<file path="config.mk">
export PLATFORM = sky130hd
export DESIGN_NAME = ilv_addr_gen
export DESIGN_NICKNAME = d
export VERILOG_FILES = /design/src/rtl/ilv_pkg.sv /design/src/rtl/ilv_cfg_check.sv /design/src/rtl/ilv_line_walker.sv /design/src/rtl/ilv_frame_counters.sv /design/src/rtl/ilv_addr_gen.sv
export SDC_FILE = /design/constraint.sdc
export NUM_CORES = 1
export LEC_CHECK = 0
export ABC_AREA = 1
export BUFFER_PORTS_ARGS = -buffer_cell sky130_fd_sc_hd__buf_2
export CAP_MARGIN = 20
export CELL_PAD_IN_SITES_DETAIL_PLACEMENT = 2
export CELL_PAD_IN_SITES_GLOBAL_PLACEMENT = 2
export CORE_MARGIN = 1.5
export CORE_UTILIZATION = 34
export CTS_CLUSTER_SIZE = 25
export DETAILED_ROUTE_END_ITERATION = 12
export PLACE_DENSITY = 0.84
export SYNTH_ARGS = -nofsm -noshare
export SYNTH_HDL_FRONTEND = slang
export SYNTH_SLANG_ARGS = --single-unit
export TNS_END_PERCENT = 5
</file>
<file path="constraint.sdc">
create_clock -name clk -period 4.77 [get_ports clk]
set_input_delay 0.954 -clock clk [delete_from_list [all_inputs] [get_ports clk]]
set_output_delay 0.954 -clock clk [all_outputs]
set_load 0.01 [all_outputs]
</file>
<file path="src/rtl/ilv_pkg.sv">
package ilv_pkg;
    typedef enum logic [1:0] {
        S_IDLE  = 2'd0,
        S_ARMED = 2'd1,
        S_ISSUE = 2'd2
    } ilv_state_e;

    localparam int BEAT_BYTES = 16;
    localparam int BEAT_SH    = $clog2(BEAT_BYTES);

    // bursts per request for a 2-bit code; reserved code maps to one
    function automatic logic [2:0] bursts_for(input logic [1:0] code);
        unique case (code)
            2'b01:   return 3'd2;
            2'b11:   return 3'd4;
            default: return 3'd1;
        endcase
    endfunction
endpackage

</file>
<file path="src/rtl/ilv_cfg_check.sv">
module ilv_cfg_check #(
    parameter int CNT_W  = 16,
    parameter int BYTE_W = 32
) (
    input  logic [CNT_W-1:0]  line_bytes,
    input  logic [CNT_W-1:0]  lines,
    input  logic [CNT_W-1:0]  fields,
    input  logic [BYTE_W-1:0] total,
    input  logic [1:0]        code,
    output logic              cfg_ok,
    output logic [2:0]        nbursts
);
    import ilv_pkg::*;

    localparam int MAXSH = BEAT_SH + 2;

    logic [MAXSH-1:0] align_mask;
    logic             aligned;
    logic             nonzero;

    always_comb begin
        nbursts = bursts_for(code);
        unique case (code)
            2'b01:   align_mask = MAXSH'((1 << (BEAT_SH + 1)) - 1);
            2'b11:   align_mask = MAXSH'((1 << (BEAT_SH + 2)) - 1);
            default: align_mask = MAXSH'((1 << BEAT_SH) - 1);
        endcase
        aligned = ((line_bytes[MAXSH-1:0] & align_mask) == '0);
        nonzero = (line_bytes != '0) && (lines != '0) && (fields != '0)
                  && (total[BYTE_W-1:BEAT_SH] != '0);
        cfg_ok  = aligned && nonzero;
    end
endmodule

</file>
<file path="src/rtl/ilv_line_walker.sv">
module ilv_line_walker #(
    parameter int ADDR_W = 32,
    parameter int CNT_W  = 16
) (
    input  logic              clk,
    input  logic              rst_n,
    input  logic              load,
    input  logic              step,
    input  logic [ADDR_W-1:0] base_in,
    input  logic [CNT_W-1:0]  line_bytes_in,
    input  logic [CNT_W-1:0]  gap_in,
    input  logic [CNT_W-1:0]  lines_in,
    output logic [ADDR_W-1:0] addr,
    output logic              field_end
);
    import ilv_pkg::*;

    logic [ADDR_W-1:0] cur_q, fbase_q;
    logic [CNT_W-1:0]  pos_q, left_q;
    logic [CNT_W-1:0]  lb_q, gap_q, lines_q;
    logic              line_end;
    logic [ADDR_W-1:0] fbase_next;

    always_comb begin
        line_end   = (pos_q == lb_q - CNT_W'(BEAT_BYTES));
        field_end  = line_end && (left_q == CNT_W'(1));
        fbase_next = fbase_q + ADDR_W'(lb_q);
        addr       = cur_q;
    end

    always_ff @(posedge clk) begin
        if (!rst_n) begin
            cur_q   <= '0;
            fbase_q <= '0;
            pos_q   <= '0;
            left_q  <= '0;
            lb_q    <= '0;
            gap_q   <= '0;
            lines_q <= '0;
        end else if (load) begin
            cur_q   <= base_in;
            fbase_q <= base_in;
            pos_q   <= '0;
            left_q  <= lines_in;
            lb_q    <= line_bytes_in;
            gap_q   <= gap_in;
            lines_q <= lines_in;
        end else if (step) begin
            if (field_end) begin
                fbase_q <= fbase_next;
                cur_q   <= fbase_next;
                pos_q   <= '0;
                left_q  <= lines_q;
            end else if (line_end) begin
                cur_q   <= cur_q + ADDR_W'(BEAT_BYTES) + ADDR_W'(gap_q);
                pos_q   <= '0;
                left_q  <= left_q - CNT_W'(1);
            end else begin
                cur_q   <= cur_q + ADDR_W'(BEAT_BYTES);
                pos_q   <= pos_q + CNT_W'(BEAT_BYTES);
            end
        end
    end
endmodule

</file>
<file path="src/rtl/ilv_frame_counters.sv">
module ilv_frame_counters #(
    parameter int CNT_W  = 16,
    parameter int BYTE_W = 32
) (
    input  logic              clk,
    input  logic              rst_n,
    input  logic              load,
    input  logic              step,
    input  logic              field_end,
    input  logic [CNT_W-1:0]  fields_in,
    input  logic [BYTE_W-1:0] total_in,
    output logic              last_burst
);
    import ilv_pkg::*;

    localparam int BEATS_W = BYTE_W - BEAT_SH;

    logic [CNT_W-1:0]   fields_q;
    logic [BEATS_W-1:0] beats_q;

    always_comb begin
        last_burst = (beats_q == BEATS_W'(1))
                     || (field_end && fields_q == CNT_W'(1));
    end

    always_ff @(posedge clk) begin
        if (!rst_n) begin
            fields_q <= '0;
            beats_q  <= '0;
        end else if (load) begin
            fields_q <= fields_in;
            beats_q  <= total_in[BYTE_W-1:BEAT_SH];
        end else if (step) begin
            beats_q <= beats_q - BEATS_W'(1);
            if (field_end) fields_q <= fields_q - CNT_W'(1);
        end
    end
endmodule

</file>
<file path="src/rtl/ilv_addr_gen.sv">
module ilv_addr_gen #(
    parameter int ADDR_W = 32,
    parameter int CNT_W  = 16,
    parameter int BYTE_W = 32
) (
    input  logic              clk,
    input  logic              rst_n,
    input  logic [ADDR_W-1:0] cfg_field_base,
    input  logic [CNT_W-1:0]  cfg_num_fields,
    input  logic [CNT_W-1:0]  cfg_lines_per_field,
    input  logic [CNT_W-1:0]  cfg_line_bytes,
    input  logic [CNT_W-1:0]  cfg_gap_bytes,
    input  logic [1:0]        cfg_burst_code,
    input  logic [BYTE_W-1:0] cfg_total_bytes,
    input  logic              start,
    input  logic              req,
    input  logic              done_clr_wr,
    input  logic              done_clr_bit,
    output logic              burst_valid,
    output logic [ADDR_W-1:0] burst_addr,
    output logic              busy,
    output logic              done,
    output logic              cfg_err
);
    import ilv_pkg::*;

    ilv_state_e state_q, state_d;
    logic [2:0] nb_q, bidx_q;
    logic       done_q, err_q;
    logic       cfg_ok, load, step, field_end, last_burst;
    logic [2:0] nb_dec;
    logic       start_idle;

    ilv_cfg_check #(.CNT_W(CNT_W), .BYTE_W(BYTE_W)) u_chk (
        .line_bytes (cfg_line_bytes),
        .lines      (cfg_lines_per_field),
        .fields     (cfg_num_fields),
        .total      (cfg_total_bytes),
        .code       (cfg_burst_code),
        .cfg_ok     (cfg_ok),
        .nbursts    (nb_dec)
    );

    ilv_line_walker #(.ADDR_W(ADDR_W), .CNT_W(CNT_W)) u_walk (
        .clk           (clk),
        .rst_n         (rst_n),
        .load          (load),
        .step          (step),
        .base_in       (cfg_field_base),
        .line_bytes_in (cfg_line_bytes),
        .gap_in        (cfg_gap_bytes),
        .lines_in      (cfg_lines_per_field),
        .addr          (burst_addr),
        .field_end     (field_end)
    );

    ilv_frame_counters #(.CNT_W(CNT_W), .BYTE_W(BYTE_W)) u_cnt (
        .clk        (clk),
        .rst_n      (rst_n),
        .load       (load),
        .step       (step),
        .field_end  (field_end),
        .fields_in  (cfg_num_fields),
        .total_in   (cfg_total_bytes),
        .last_burst (last_burst)
    );

    assign start_idle = start && (state_q == S_IDLE);
    assign load       = start_idle && cfg_ok;
    assign step       = (state_q == S_ISSUE);

    // next-state logic
    always_comb begin
        state_d = state_q;
        unique case (state_q)
            S_IDLE:  if (load) state_d = S_ARMED;
            S_ARMED: if (req)  state_d = S_ISSUE;
            S_ISSUE: begin
                if (last_burst)                     state_d = S_IDLE;
                else if (bidx_q == nb_q - 3'd1)     state_d = S_ARMED;
            end
            default: state_d = S_IDLE;
        endcase
    end

    // state register and working registers
    always_ff @(posedge clk) begin
        if (!rst_n) begin
            state_q <= S_IDLE;
            nb_q    <= 3'd1;
            bidx_q  <= '0;
            done_q  <= 1'b0;
            err_q   <= 1'b0;
        end else begin
            state_q <= state_d;
            if (start_idle) err_q <= !cfg_ok;
            if (load) nb_q <= nb_dec;
            if (state_q == S_ARMED)     bidx_q <= '0;
            else if (step)              bidx_q <= bidx_q + 3'd1;
            if (step && last_burst)                done_q <= 1'b1;
            else if (done_clr_wr && done_clr_bit)  done_q <= 1'b0;
        end
    end

    // outputs
    always_comb begin
        burst_valid = (state_q == S_ISSUE);
        busy        = (state_q != S_IDLE);
        done        = done_q;
        cfg_err     = err_q;
    end
endmodule


</file>
After elaboration in Yosys (flattened, before gate mapping)
Index checks and enable logic that the tools add are counted.
- ROM bits: 0
- bits in writable memories: 0
- bits of input ports: 136
- flip-flop bits (word level): 198
- output and inout bits: 36
- word-level logic and storage cells: 93
- bits in latches: 0
- memories kept: 0
- shifts and indexed selects: 0
- muxes and demuxes: 27
- $lt $le $gt $ge: 0
- multiply operators: 0
- bitwise gates (word level): 2
- equality and inequality tests: 12
- reductions and logical operators: 28
- add/subtract/negate cells: 10
- div/mod/pow operators: 0
- operator list (kind ; count):
    32-bit two-way mux ; 7
    16-bit two-way mux ; 9
    32-bit by 16-bit adder with 32-bit output ; 2
    28-bit two-way mux ; 2
    16-bit nonzero test ; 3
    32-bit by 5-bit adder with 32-bit output, second input constant ; 1
    16-bit by 1-bit == test with 1-bit output, second input constant ; 2
    16-bit by 1-bit subtractor with 16-bit output, second input constant ; 2
    28-bit by 1-bit == test with 1-bit output, second input constant ; 1
    28-bit nonzero test ; 1
    28-bit by 1-bit subtractor with 28-bit output, second input constant ; 1
    16-bit by 5-bit adder with 16-bit output, second input constant ; 1
    16-bit == test ; 1
    16-bit by 5-bit subtractor with 16-bit output, second input constant ; 1
    6-bit case mux with 2 select lines ; 1
    1-bit logical AND ; 10
    2-bit two-way mux ; 4
    2-bit nonzero test ; 4
    6-bit bitwise AND ; 1
    6-bit zero test ; 1
    2-bit case mux with 3 select lines ; 1
    3-bit case mux with 2 select lines ; 1
    2-bit by 1-bit == test with 1-bit output, second input constant ; 2
    2-bit == test, second input constant ; 2
    14 further kinds ; 18

Longest topological paths before layout
Gate-level depths: netlist (run 1).
- depth in word-level cells: 8
- mapped depth: 22
- gate-level depth less buffers: 21

By module
From an unflattened synthesis (run 1), not the netlist that was laid out.
- cells, all modules: 2264
- area total of the unflattened synthesis: 14122.3 µm²
- modules (own cells, without submodules) (module ; instances ; area an instance (µm²) ; cells each):
    ilv_line_walker ; 1 ; 10208.5 ; 1632
    ilv_frame_counters ; 1 ; 3060.4 ; 474
    ilv_addr_gen ; 1 ; 544.3 ; 80
    ilv_cfg_check ; 1 ; 309.0 ; 78

Least setup slack after synthesis (run 1)
No wires, ideal clock.
- path kind: flip-flop to flip-flop
- start point: register u_walk.cur_q[5], in the netlist u_walk.addr[5]
- end point: register u_walk.cur_q[28], in the netlist u_walk.addr[28]
- required time: 4638 ps
- data arrival time: 2690 ps
- path slack: 1948 ps
- stages on the path, launching flop included: 20
- setup time: 132 ps
- path through: dfxtp_1 -> ha_1 -> nand3_1 -> inv_1 -> nand2_1 -> xor2_1 -> ha_1 -> nand2_1 -> nor2_1 -> nand2_1 -> o21ai_0 -> nand2_1 -> nand2_1 -> nand3_1 -> nor2_1 -> nand3_1 -> nand2_1 -> nand3_1 -> nand2_1 -> a21oi_1
- cells in the longest elaborated chain, start to end: 6
- RTL lines (what ; RTL line ; RTL):
    start: declaration ; ilv_line_walker.sv:18 ; logic [ADDR_W-1:0] cur_q, fbase_q;
    start signal: assignment ; ilv_line_walker.sv:41 ; cur_q <= base_in;
    start signal: assignment ; ilv_line_walker.sv:51 ; cur_q <= fbase_next;
    start signal: assignment ; ilv_line_walker.sv:55 ; cur_q <= cur_q + ADDR_W'(BEAT_BYTES) + ADDR_W'(gap_q);
    32-bit by 5-bit adder with 32-bit output * ; ilv_line_walker.sv:55, ilv_line_walker.sv:59 ;
    32-bit by 16-bit adder with 32-bit output ; ilv_line_walker.sv:55 ;
    32-bit two-way mux * ; ilv_line_walker.sv:54 ; end else if (line_end) begin
    32-bit two-way mux * ; ilv_line_walker.sv:49 ; if (field_end) begin
    32-bit two-way mux * ; ilv_line_walker.sv:48 ; end else if (step) begin
    32-bit two-way mux * ; ilv_line_walker.sv:40 ; end else if (load) begin
Every way passes the cells marked *; elsewhere a longest branch is shown, timed or not. The select of a mux whose other input is x is not followed.
A chain may end at the register's enable or synchronous reset.

Final worst setup path (run 1)
- start point: register u_walk.lb_q[4]
- end point: register u_cnt.fields_q[8]
- cells in the longest elaborated chain, start to end: 5
- RTL lines (what ; RTL line ; RTL):
    start: declaration ; ilv_line_walker.sv:20 ; logic [CNT_W-1:0] lb_q, gap_q, lines_q;
    start signal: assignment ; ilv_line_walker.sv:45 ; lb_q <= line_bytes_in;
    16-bit by 5-bit subtractor with 16-bit output ; ilv_line_walker.sv:25 ; line_end = (pos_q == lb_q - CNT_W'(BEAT_BYTES));
    16-bit == test ; ilv_line_walker.sv:25 ;
    1-bit logical AND ; ilv_line_walker.sv:26 ; field_end = line_end && (left_q == CNT_W'(1));
    2-bit nonzero test (no source line) ; n/a ;
    2-bit AND reduction (no source line) ; n/a ;
    end signal: assignment ; ilv_frame_counters.sv:31 ; fields_q <= fields_in;
    end signal: assignment ; ilv_frame_counters.sv:35 ; if (field_end) fields_q <= fields_q - CNT_W'(1);
    end: declaration ; ilv_frame_counters.sv:18 ; logic [CNT_W-1:0] fields_q;
Every way passes these cells.

==> flow_metrics.py, run 1 <==
metrics = {
    "critical_path": {
        "worst-endpoint-required_ns": 5.17,
        "category_of_cells_accounting_for_the_largest_share_of_critical_path_delay": "simple AND/OR/NAND/NOR gates",
        "timing.setup.critical_path_class": "reg2reg",
        "cp_startpoint_kind": "flop",
        "cp.arrival_ns": 4.70,
        "timing.critical_path.buf_inv": 6,
        "critical_path.cell_chain": "inv_2, ha_1, nand2_1, inv_1, nor2_1, nand2_1, nor2_1, nand3_1, inv_1, nand2_1, nor2_1, nand4_4, inv_4, nand2_4, nand2_4, nand2_4, inv_2, buf_4, o21ai_0, a31oi_1",
        "cpMaxStageDelayCell": "sky130_fd_sc_hd__buf_4",
        "critical_path.max_fanout": 57,
        "timing.critical_path.to_type": "flop",
        "crit_path_max_incr_delay_ns": 0.47,
    },
    "timing": {
        "final.setup_skew_ns": 0.0182,
        "timing.final.max_slew_violations": 0,
        "setup-tns-final_ns": 0,
        "rsz0062_at_grt": "no",
        "final.period_utilization_pct": 90.2,
        "final.min_clock_period_ns": 4.30,
        "timing.slew.headroom_pct": 37.5,
        "timing_hold_violations_final": 0,
        "finalSetupViolations": 0,
        "worst_slew_pin_slew_ns": 0.937,
        "max_freq_mhz": 232,
    },
    "detailed_routing": {
        "num_vias": 15300,
        "antenna_left": 0,
        "vias_cell": 5.48,
        "drt_wirelength_um": 59900,
        "wl_per_cell_um": 21.5,
        "drt_iter0_drc": 705,
        "drt_drc_violations_left": 0,
        "detail_route.first_pass.iterations": 6,
    },
    "global_route": {
        "grt_pass1_vias": 16900,
        "grt_first_pass_wirelength_um": 94100,
        "overflow": 0,
        "track_usage_pct": 29.5,
        "grt_max_degree": 70,
        "antenna_found_initial": 3,
    },
    "clock_network": {
        "htreeDepth": 4,
        "clockRootBuffer": "sky130_fd_sc_hd__clkbuf_16",
        "number_of_clock_sinks": 194,
        "cts.repair_timing.setup_buffer_count": 0,
        "cts_max_path_buffers": 2,
        "cts_buffers": 17,
        "clock_tree_from_tritoncts": "yes",
        "post_cts_resized": 0,
        "worstSkewPairLatency_ns": 0.49,
        "clk_pin_slew_ns": 0.07,
        "cts.hold.buffers_added": 0,
    },
    "logic_synthesis": {
        "synth.yosys.seq_area_share_pct": 28.8,
        "synthCells": 2127,
        "synthTopCellsByCount": "539 x sky130_fd_sc_hd__nand2_1, 263 x sky130_fd_sc_hd__nor2_1, 214 x sky130_fd_sc_hd__inv_1",
        "avgSynthCellArea_um2": 6.34,
        "async_flop_share_pct": 0,
        "synthDistinctLibCells": 57,
        "yosys_warnings": 0,
        "syn_nets": 2308,
        "synth_top_area_cell": "sky130_fd_sc_hd__dfxtp_1",
        "postSynth.topFlopCell": "sky130_fd_sc_hd__dfxtp_1",
        "yosys.cell_count.top_type": "sky130_fd_sc_hd__nand2_1",
        "synth-edff-count": 0,
        "syn_area_um2": 13500,
        "postSynthRegisterBits": 194,
        "netlist_top_cells_area": "sky130_fd_sc_hd__dfxtp_1 29%, sky130_fd_sc_hd__nand2_1 15%, sky130_fd_sc_hd__nor2_1 7.3%",
        "yosys.area.top_type_share_pct": 28.8,
    },
    "final_layout": {
        "syn2layout_area_growth_pct": 14.3,
        "final-seq-area_um2": 3880,
        "final_design_area_no_fill_um2": 15400,
        "fill_count": 4897,
        "stdcell_count": 2788,
        "drive_gt1_share_pct": 11.6,
        "multi_input_gate_area_in_the_final_layout_um2": 8410,
        "nNetsFinal": 2436,
    },
    "floorplanning": {
        "die_area_um2": 40900,
        "core_region_area_um2": 38900,
        "vert_die_dim_um": 202,
        "floorplan.rows": 72,
        "die_w_um": 202,
        "boundaryPins": 172,
        "start_util_pct": 34.7,
    },
    "power": {
        "power_density_nw_per_um2": 403,
        "vdd_drop_max_mv": 0.265,
        "power_leakage_uw": 0.00685,
        "report.power.total_uw": 6220,
    },
    "placement": {
        "port_buffers": 167,
        "finalWeightedCongestion": 0.895,
        "detailedPlacementHpwl_um": 44900,
        "post_dp_cell_area_um2": 14800,
        "dpl.cell_count": 2754,
    },
    "run_status": {
        "outcome": "finished clean",
    },
    "job": {
        "cap_violations": 0,
    },
    "min_path": {
        "hold_path.class": "reg2reg",
    },
}
## placed cells by master (no fill, tap or decap), drive strengths merged, types with 7 or more instances in the layout
cell	Yosys	layout
a22oi	7	7
clkbuf	40	21
nand2	545	545
nor2	277	277
o21ai	154	154
nor3	39	39
xnor2	42	42
ha	43	43
o211ai	19	19
nand4	33	33
o221ai	7	7
a31oi	63	63
xor2	68	68
o21bai	7	7
inv	224	228
buf	37	186
dfxtp	194	194
a21oi	119	119
nand3	127	127
nor4	27	27
or2	11	11
## final cells by class
type,instances,area share [%]
multi-input cells,1632,54.5
flip-flops and latches,194,25.2
repair buffers,186,6.52
inverters,224,5.49
well taps,518,4.20
clock buffers,21,3.05
clock inverters,10,0.958
diodes,3,0.0487
## per-layer routing
layer,vias to the layer above,wire [um],GRT usage (%)
li1,7272,-,-
met1,7591,26000,35.4
met2,297,29600,52.8
met3,108,1950,3.72
met4,0,2310,12.3
met5,-,0,0
## per-stage QoR
stage	hold WS (ns)	worst slack (ns)	utilization, %
after floorplan	0.414	1.95	-
after global placement	0.427	0.718	38.0
after detailed placement	0.436	0.520	38.0
after CTS	0.459	0.541	39.6
after global routing	0.492	0.261	39.6
final	0.460	0.467	39.6
## power by group
group          internal (uW)  switching, uW
registers               1800            248
logic                    896           1670
clock network            871            730
total                   3570           2650
## sequential cells by signal, indices dropped and copies added (netlist names)
signal,count
bidx_q,3
cfg_err,1
done,1
nb_q,3
state_q,2
u_cnt.beats_q,28
u_cnt.fields_q,16
u_walk.addr,32
u_walk.fbase_q,32
u_walk.gap_q,16
u_walk.lb_q,16
u_walk.left_q,16
u_walk.lines_q,16
u_walk.pos_q,12
## worst min-delay path, delay by kind of cell (launching register included)
family | cells | cell delay [ns]
flops | 1 | 0.32
simple gates | 2 | 0.10
## worst paths after layout
path                            cells after the start                 end          startpoint  slack (ns)
worst min-delay path                                2  u_walk.lines_q[15]  u_walk.lines_q[15]        0.46
worst max-delay path                               20   u_cnt.fields_q[8]      u_walk.lb_q[4]        0.47
worst min register to register                      2  u_walk.lines_q[15]  u_walk.lines_q[15]        0.46
worst max register to register                     20   u_cnt.fields_q[8]      u_walk.lb_q[4]        0.47
## logic make-up (layout without fill, tap and decap cells)
family	Yosys count	after routing	share of synthesized area (%)
AO/OA/AOI/OAI	401	401	16.8
XOR/XNOR	110	110	7.20
adder cells (fa/ha/maj)	45	45	4.29
buffers and inverters	301	441	8.91
flip-flops	194	194	28.8
other	0	3	0
AND/OR/NAND/NOR	1076	1076	34.0
No activity file was read; power rests on OpenSTA's default activity.
==> inputs of run 2 (changes only) <==
--- a/config.mk
+++ b/config.mk
@@ -14,7 +14,7 @@
 export CORE_UTILIZATION = 34
 export CTS_CLUSTER_SIZE = 25
 export DETAILED_ROUTE_END_ITERATION = 12
-export PLACE_DENSITY = 0.84
+export PLACE_DENSITY_LB_ADDON = 0.1
 export SYNTH_ARGS = -nofsm -noshare
 export SYNTH_HDL_FRONTEND = slang
 export SYNTH_SLANG_ARGS = --single-unit
==> run 2 against run 1 <==
  * Global-route usage decreased by 1.1 points
  * Via count rose by 0.18%
  * Clock skew fell by 0.0026 ns
  * Clock-buffer cell count unchanged
  * Total power is 0.39% lower
  * Fmax increased by 4.7%
  * Cell count about the same
  * Clock power about the same
  * Register-to-register slack better by 0.19 ns
  * Routed wire length decreased by 3.2%
  * Critical endpoint is now u_walk.addr[28]
  * Largest cell class unchanged
==> flow_metrics.py, run 2 (synthesis results as in run 1) <==
metrics = {
    "timing": {
        "rsz0062_at_grt": "no",
        "setup-tns-final_ns": 0,
        "finalSetupViolations": 0,
        "max_freq_mhz": 243,
        "final.min_clock_period_ns": 4.11,
        "final.period_utilization_pct": 86.2,
        "timing.slew.headroom_pct": 37.0,
        "timing_hold_violations_final": 0,
        "holdWs_ns": 0.467,
        "worst_slew_pin_slew_ns": 0.945,
        "final.setup_skew_ns": 0.0155,
        "timing.final.max_slew_violations": 0,
    },
    "global_route": {
        "grt_max_degree": 67,
        "overflow": 0,
        "grt_first_pass_wirelength_um": 90700,
        "grt_pass1_vias": 16300,
        "antenna_found_initial": 2,
        "track_usage_pct": 28.4,
    },
    "detailed_routing": {
        "num_vias": 15300,
        "wl_per_cell_um": 20.8,
        "vias_cell": 5.49,
        "drt_drc_violations_left": 0,
        "drt_iter0_drc": 583,
        "antenna_left": 0,
        "drt_wirelength_um": 58000,
        "detail_route.first_pass.iterations": 5,
    },
    "floorplanning": {
        "core_region_area_um2": 38900,
        "die_area_um2": 40900,
        "floorplan.rows": 72,
        "start_util_pct": 34.7,
        "boundaryPins": 172,
        "vert_die_dim_um": 202,
        "die_w_um": 202,
    },
    "clock_network": {
        "cts_buffers": 17,
        "cts.hold.buffers_added": 0,
        "clock_tree_from_tritoncts": "yes",
        "cts.repair_timing.setup_buffer_count": 0,
        "post_cts_resized": 0,
        "worstSkewPairLatency_ns": 0.48,
        "clockRootBuffer": "sky130_fd_sc_hd__clkbuf_16",
        "number_of_clock_sinks": 194,
        "htreeDepth": 4,
        "clk_pin_slew_ns": 0.08,
        "cts_max_path_buffers": 2,
    },
    "final_layout": {
        "drive_gt1_share_pct": 11.6,
        "mostFrequentLayoutCells": "538 x sky130_fd_sc_hd__nand2_1, 262 x sky130_fd_sc_hd__nor2_1, 212 x sky130_fd_sc_hd__inv_1",
        "inserted_diodes": 0,
        "stdcell_count": 2787,
        "nNetsFinal": 2437,
        "fill_count": 4939,
        "syn2layout_area_growth_pct": 14.2,
        "final_common_cell": "sky130_fd_sc_hd__nand2_1",
    },
    "power": {
        "vdd_drop_max_mv": 0.363,
        "power_density_nw_per_um2": 402,
        "power_leakage_uw": 0.00684,
    },
    "critical_path": {
        "timing.critical_path.to_type": "flop",
        "cp.arrival_ns": 4.43,
        "worst-endpoint-required_ns": 5.09,
        "timing.setup.critical_path_class": "reg2reg",
        "cp_startpoint_kind": "flop",
        "critical_path.max_fanout": 5,
    },
    "placement": {
        "detailedPlacementHpwl_um": 44400,
        "finalWeightedCongestion": 0.896,
        "dpl.cell_count": 2755,
        "port_buffers": 167,
    },
    "run_status": {
        "outcome": "finished clean",
    },
    "min_path": {
        "hold_path.class": "reg2reg",
    },
    "job": {
        "cap_violations": 0,
    },
}
run 2: worst max-delay path: stages (launching register included):
cell	delay (ns)
sky130_fd_sc_hd__dfxtp_1	0.48
sky130_fd_sc_hd__nand2_1	0.18
sky130_fd_sc_hd__nor2_1	0.25
sky130_fd_sc_hd__nand2_1	0.26
sky130_fd_sc_hd__nor2_2	0.23
sky130_fd_sc_hd__xor2_1	0.12
sky130_fd_sc_hd__ha_1	0.38
sky130_fd_sc_hd__nand2_1	0.10
sky130_fd_sc_hd__nor2_1	0.15
sky130_fd_sc_hd__nand2_1	0.07
sky130_fd_sc_hd__o21ai_0	0.52
sky130_fd_sc_hd__nand2_1	0.12
sky130_fd_sc_hd__nand2_1	0.18
sky130_fd_sc_hd__nand3_1	0.23
sky130_fd_sc_hd__nor2_1	0.24
sky130_fd_sc_hd__nand3_1	0.11
sky130_fd_sc_hd__nand2_1	0.08
sky130_fd_sc_hd__nand3_1	0.09
sky130_fd_sc_hd__nand2_1	0.09
sky130_fd_sc_hd__a21oi_1	0.06
run 2: layout make-up:
class / count / area [um^2] / share of cell area [%]
Tap cell: 518 / 648 / 4.21
Timing Repair Buffer: 187 / 1000 / 6.50
Sequential cell: 194 / 3880 / 25.2
Clock inverter: 11 / 151 / 0.983
Multi-Input combinational cell: 1632 / 8410 / 54.6
Clock buffer: 21 / 460 / 2.99
Inverter: 224 / 846 / 5.49
run 2: where the power goes:
part           switching (uW)  leakage, uW  total, uW  internal [uW]
Sequential                237      0.00157       2040           1800
Clock                     736     0.000286       1590            857
Combinational            1670      0.00499       2560            896
Total                    2640      0.00684       6190           3550
run 2: worst paths after layout:
check,slack (ns),end,start,depth (start not counted)
min reg2reg,0.47,u_walk.lines_q[15],u_walk.lines_q[15],2
max reg2reg,0.66,u_walk.addr[28],u_walk.addr[10],19
max,0.66,u_walk.addr[28],u_walk.addr[10],19
min,0.47,u_walk.lines_q[15],u_walk.lines_q[15],2
run 2: stage by stage:
| stage | total power, uW | cell area [um^2] | utilization, % | setup WS, ns |
|---|---|---|---|---|
| 2_1_floorplan | 3810 | 13500 | - | 1.95 |
| 3_3_place_gp | 4500 | 14800 | 38.0 | 0.786 |
| 3_5_place_dp | 4620 | 14800 | 38.0 | 0.746 |
| 4_1_cts | 6250 | 15400 | 39.6 | 0.754 |
| 5_1_grt | 6640 | 15400 | 39.6 | 0.379 |
| 6_report | 6190 | 15400 | 39.6 | 0.658 |
run 2: routing by layer:
layer	GRT usage, %	part of all wire, %	up-vias
met1	35.0	45	7685
met2	52.2	50	275
met5	0	0.033	-
met3	3.50	3.2	58
li1	-	-	7273
met4	6.80	1.7	4
